### config.mk
export PLATFORM = sky130hd
export DESIGN_NAME = uart_irq_ident
export DESIGN_NICKNAME = d
export VERILOG_FILES = /design/src/rtl/uart_irq_pkg.sv /design/src/rtl/uart_irq_latch.sv /design/src/rtl/uart_irq_prio.sv /design/src/rtl/uart_irq_hold.sv /design/src/rtl/uart_irq_ident.sv
export SDC_FILE = /design/constraint.sdc
export NUM_CORES = 1
export LEC_CHECK = 0
export BUFFER_PORTS_ARGS = -buffer_cell sky130_fd_sc_hd__buf_4
export CAP_MARGIN = 5
export CORE_AREA = 4 4 41 43
export CTS_CLUSTER_DIAMETER = 100
export DETAILED_ROUTE_END_ITERATION = 6
export DIE_AREA = 0 0 45 47
export PLACE_DENSITY = 0.74
export SLEW_MARGIN = 30
export SYNTH_ARGS = -nofsm -noshare
export SYNTH_HDL_FRONTEND = slang
export SYNTH_SLANG_ARGS = --single-unit
### constraint.sdc
create_clock -name clk -period 1.8 [get_ports clk]
set_clock_uncertainty 0.1 [all_clocks]
set_input_delay 0.18 -clock clk [delete_from_list [all_inputs] [get_ports clk]]
set_output_delay 0.18 -clock clk [all_outputs]
set_load 0.03 [all_outputs]
### src/rtl/uart_irq_pkg.sv
package uart_irq_pkg;

  typedef enum logic [3:0] {
    ID_NONE    = 4'b0001,
    ID_LINE    = 4'b0110,
    ID_RXDATA  = 4'b0100,
    ID_RXTMO   = 4'b1100,
    ID_TXEMPTY = 4'b0010,
    ID_MODEM   = 4'b0000
  } irq_id_e;

  localparam int IER_W    = 4;
  localparam int EN_RX    = 0;
  localparam int EN_TX    = 1;
  localparam int EN_LINE  = 2;
  localparam int EN_MODEM = 3;

  localparam logic [7:0] IIR_RESET = 8'h01;

  typedef struct packed {
    logic line;
    logic rxdata;
    logic rxtmo;
    logic txempty;
    logic modem;
  } irq_src_t;

endpackage

### src/rtl/uart_irq_latch.sv
module uart_irq_latch #(
  parameter int SET_W = 1
) (
  input  logic             clk,
  input  logic             rst,
  input  logic [SET_W-1:0] set_i,
  input  logic             clr_i,
  output logic             pend_nxt_o
);
  logic pend_q;

  always_comb begin
    if (|set_i)     pend_nxt_o = 1'b1;
    else if (clr_i) pend_nxt_o = 1'b0;
    else            pend_nxt_o = pend_q;
  end

  always_ff @(posedge clk) begin
    if (rst) pend_q <= 1'b0;
    else     pend_q <= pend_nxt_o;
  end
endmodule

### src/rtl/uart_irq_prio.sv
module uart_irq_prio
  import uart_irq_pkg::*;
(
  input  irq_src_t         src_i,
  input  logic [IER_W-1:0] ier_i,
  input  logic             fifo_en_i,
  output logic [7:0]       iir_o
);
  irq_id_e id;
  logic [3:0] id_bits;

  always_comb begin
    if (src_i.line && ier_i[EN_LINE])         id = ID_LINE;
    else if (src_i.rxdata && ier_i[EN_RX])    id = ID_RXDATA;
    else if (src_i.rxtmo && ier_i[EN_RX])     id = ID_RXTMO;
    else if (src_i.txempty && ier_i[EN_TX])   id = ID_TXEMPTY;
    else if (src_i.modem && ier_i[EN_MODEM])  id = ID_MODEM;
    else                                      id = ID_NONE;
    id_bits = {id[3] & fifo_en_i, id[2:0]};
    iir_o   = {fifo_en_i, fifo_en_i, 2'b00, id_bits};
  end
endmodule

### src/rtl/uart_irq_hold.sv
module uart_irq_hold #(
  parameter int         W       = 8,
  parameter logic [W-1:0] RST_VAL = '0
) (
  input  logic         clk,
  input  logic         rst,
  input  logic         rd_i,
  input  logic [W-1:0] live_i,
  output logic [W-1:0] val_o,
  output logic         done_o
);
  logic rd_q;

  assign done_o = rd_q & ~rd_i;

  always_ff @(posedge clk) begin
    if (rst) begin
      rd_q  <= 1'b0;
      val_o <= RST_VAL;
    end else begin
      rd_q <= rd_i;
      if (!rd_i) val_o <= live_i;
    end
  end
endmodule

### src/rtl/uart_irq_ident.sv
module uart_irq_ident
  import uart_irq_pkg::*;
#(
  parameter int LSR_W = 4,
  parameter int MSR_W = 4
) (
  input  logic             clk,
  input  logic             rst,
  input  logic [LSR_W-1:0] lsr_err_i,
  input  logic             rx_avail_i,
  input  logic             rx_tmo_i,
  input  logic             thr_empty_i,
  input  logic [MSR_W-1:0] msr_delta_i,
  input  logic             fifo_en_i,
  input  logic [3:0]       ier_i,
  input  logic             rd_lsr_i,
  input  logic             rd_msr_i,
  input  logic             rd_iir_i,
  input  logic             rd_rbr_i,
  input  logic             wr_thr_i,
  output logic [7:0]       iir_o,
  output logic             irq_o
);
  logic     thr_q;
  logic     thr_rise;
  logic     access_done;
  logic     tx_clr;
  logic [7:0] iir_live;
  irq_src_t src;

  always_ff @(posedge clk) begin
    if (rst) thr_q <= 1'b0;
    else     thr_q <= thr_empty_i;
  end
  assign thr_rise = thr_empty_i & ~thr_q;
  assign tx_clr   = wr_thr_i | (access_done & (iir_o[3:0] == ID_TXEMPTY));

  uart_irq_latch #(.SET_W(LSR_W)) u_line (
    .clk(clk), .rst(rst), .set_i(lsr_err_i), .clr_i(rd_lsr_i), .pend_nxt_o(src.line));

  uart_irq_latch #(.SET_W(MSR_W)) u_modem (
    .clk(clk), .rst(rst), .set_i(msr_delta_i), .clr_i(rd_msr_i), .pend_nxt_o(src.modem));

  uart_irq_latch #(.SET_W(1)) u_tmo (
    .clk(clk), .rst(rst), .set_i(rx_tmo_i), .clr_i(rd_rbr_i), .pend_nxt_o(src.rxtmo));

  uart_irq_latch #(.SET_W(1)) u_tx (
    .clk(clk), .rst(rst), .set_i(thr_rise), .clr_i(tx_clr), .pend_nxt_o(src.txempty));

  assign src.rxdata = rx_avail_i;

  uart_irq_prio u_prio (
    .src_i(src), .ier_i(ier_i), .fifo_en_i(fifo_en_i), .iir_o(iir_live));

  uart_irq_hold #(.W(8), .RST_VAL(IIR_RESET)) u_hold (
    .clk(clk), .rst(rst), .rd_i(rd_iir_i), .live_i(iir_live),
    .val_o(iir_o), .done_o(access_done));

  assign irq_o = ~iir_o[0];
endmodule


==> results_dict.tcl <==
set metrics [dict create \
    nets 106 \
    critPathLaunchType "flop" \
    root_buffer "clkbuf_4" \
    synth_seq_area_share_pct 42.5 \
    pre_cts_ws_ns 0.397 \
    crit_arrival_ns 1.48 \
    drt_iter0_drc 0 \
    avgSynthCellArea_um2 9.77 \
    grt_max_degree 12 \
    die_area_um2 2120 \
    hold_viol_final 0 \
    vias_per_cell 4.92 \
    drtPass1Iterations 1 \
    diodes 0 \
    critPathKind "reg2reg" \
    grt_overflow 0 \
    globalRouteMet3Util_pct 4.60 \
    top_usage_layer "met2" \
    ir_worst_vdd_mv 0.423 \
    total_power_uw 553 \
    grt_use_met1_pct 12.2 \
    grt_pass1_vias 466 \
    fp-row-count 13 \
    grtUsageTotal_pct 12.3 \
    io_buffers 29 \
    min_path_type "in2reg" \
    timing.final.ws_setup_ns 0.398 \
    cts.sinks 11 \
    postCtsHoldBufs 0 \
    numCtsBuffers 3 \
    fin_crit_sh_pct 77.9 \
    crit_path_end_kind "flop" \
    clock_latency_ns 0.26 \
    crit_slowest_cell "a311oi_2" \
    n_fill_cell 136 \
    fmax_mhz 713 \
    setup_viol 0 \
    cts_tree "yes" \
    cp_max_fo 3 \
    htree_levels 1 \
    outcome "finished, final reports clean" \
    hpwl_um 941 \
    setup_tns_ns 0 \
    yosysWarningCount 0 \
    cp_cell_sequence "nor4b_2 > a311oi_2 > o211ai_2 > a221oi_2" \
    drive_above_1_share_pct 45.1 \
    whs_path_depth 2 \
    maxSlewViolCount 0 \
    cp.depth 4 \
    grt_first_pass_wirelength_um 1840 \
    cp_top_family "compound AO/OA/AOI/OAI gates" \
    reg2reg_depth 4 \
    rsz0062_at_grt "false" \
    powerDensity_nw_per_um2 741 \
    finalWirelength_um 1070 \
    core-area_um2 1300 \
    ys_types 26 \
    clkSlewWorstSetupHoldPaths_ns 0.07 \
    grtUsageMet2_pct 22.0 \
    r2r_slack_ns 0.40 \
    ant_nets 0 \
    critical_path_buf_inv_count 0 \
    pin_count 32 \
    wire_per_inst_um 11.1 \
    post_cts_buffers 0 \
    required_ns 1.88 \
    start_util_pct 39.8 \
    cap_violations 0 \
    via_count 477 \
    gp_congestion 0.703 \
    areaGrowthSynthToFinish_pct 44.2 \
    netlist_instances 53 \
    die_h_um 47 \
    cpPeakStageDelay_ns 0.37 \
    synth_area_um2 518 \
    clock_path_buffers 2 \
    die_w_um 45 \
    remaining_drc_errors 0 \
    p_leak_uw 0.000347 \
    ctsResizeCount 0 \
    period_needed_ns 1.40 \
    hold_ws_ns 0.0390 \
    ys_seq_elements 11 \
    antenna_found_initial 0 \
]
==> flip-flops by register name, indices dropped and copies added, names as in the netlist <==
signal / cells
u_modem.pend_q: 1
u_tmo.pend_q: 1
u_tx.pend_q: 1
u_hold.val_o: 5
u_line.pend_q: 1
u_hold.rd_q: 1
thr_q: 1
==> layer usage <==
layer / share of wire (%) / wire (µm) / vias up
met3: 12 / 129 / 2
li1: - / - / 238
met1: 37 / 395 / 214
met2: 49 / 530 / 23
met5: 0 / 0 / -
met4: 1.6 / 17 / 0
==> cells in the final DEF, fill, tap and decap left out <==
master,instances
clkbuf_1,1
nor2b_1,5
mux2i_1,1
o31ai_4,1
a21boi_0,1
o41ai_1,1
nor4_1,2
inv_1,5
a221oi_1,1
o211ai_2,1
nor2_1,6
nand2b_1,1
nand2_1,2
conb_1,2
o21ai_1,1
dfxtp_1,11
a21o_1,1
o21ai_0,1
buf_4,29
nand4bb_1,1
a221oi_2,1
a21oi_1,1
clkbuf_4,3
a311oi_2,1
a41o_1,1
nor4b_2,1
==> final cells by class <==
cell class	count	area (µm²)	area share (%)
timing repair buffer	29	218	29.1
multi-input combinational	33	245	32.8
sequential	11	220	29.5
inverter	5	18.8	2.51
tap	15	18.8	2.51
clock buffer	4	26.3	3.52
==> cells in the mapped netlist <==
| cell type | instances | area, µm² |
|---|---|---|
| a221oi_2 | 1 | 15.0 |
| o41ai_1 | 1 | 8.76 |
| conb_1 | 1 | 3.75 |
| clkbuf_1 | 1 | 3.75 |
| nand4bb_1 | 1 | 11.3 |
| dfxtp_1 | 11 | 220 |
| a21boi_0 | 1 | 7.51 |
| buf_4 | 3 | 22.5 |
| inv_1 | 5 | 18.8 |
| nand2_1 | 2 | 7.51 |
| o31ai_4 | 1 | 21.3 |
| nor4b_2 | 1 | 15.0 |
| a221oi_1 | 1 | 8.76 |
| nor2_1 | 6 | 22.5 |
| o21ai_1 | 1 | 5.00 |
| nor2b_1 | 5 | 31.3 |
| a21o_1 | 1 | 7.51 |
| a21oi_1 | 1 | 5.00 |
| a41o_1 | 1 | 10.0 |
| a311oi_2 | 1 | 15.0 |
| buf_6 | 1 | 11.3 |
| o211ai_2 | 1 | 12.5 |
| o21ai_0 | 1 | 5.00 |
| nand2b_1 | 1 | 6.26 |
| mux2i_1 | 1 | 10.0 |
| nor4_1 | 2 | 12.5 |
==> per-stage QoR <==
stage	util, %	area, µm²	std cells
finish	57.4	747	97
global route	57.4	747	97
CTS	57.4	747	97
detailed placement	55.4	721	93
global placement	55.4	721	93
floorplan	-	522	54
==> worst paths after layout <==
kind                           to            start
hold reg to reg     u_line.pend_q    u_line.pend_q
setup reg to reg  u_hold.val_o[1]  u_hold.val_o[1]
hold / removal              thr_q      thr_empty_i
setup / recovery  u_hold.val_o[1]  u_hold.val_o[1]
==> logic make-up after synthesis <==
| logic type | after synthesis | synth area share, % |
|---|---|---|
| AO/OA/AOI/OAI | 12 | 23.4 |
| buffers and inverters | 10 | 10.9 |
| flip-flops | 11 | 42.5 |
| multiplexers | 1 | 1.93 |
| other | 1 | 0.724 |
| AND/OR/NAND/NOR | 18 | 20.5 |
==> report_power, final <==
| part | switching (µW) | internal [µW] |
|---|---|---|
| clock network | 76.6 | 85.7 |
| logic | 62.2 | 62.7 |
| registers | 7.75 | 259 |
==> worst register-to-register path: stages (launching register included) <==
cell	delay (ns)
dfxtp_1	0.33
nor4b_2	0.17
a311oi_2	0.37
o211ai_2	0.11
a221oi_2	0.24
Note: power is estimated with default switching activity, not from simulation.
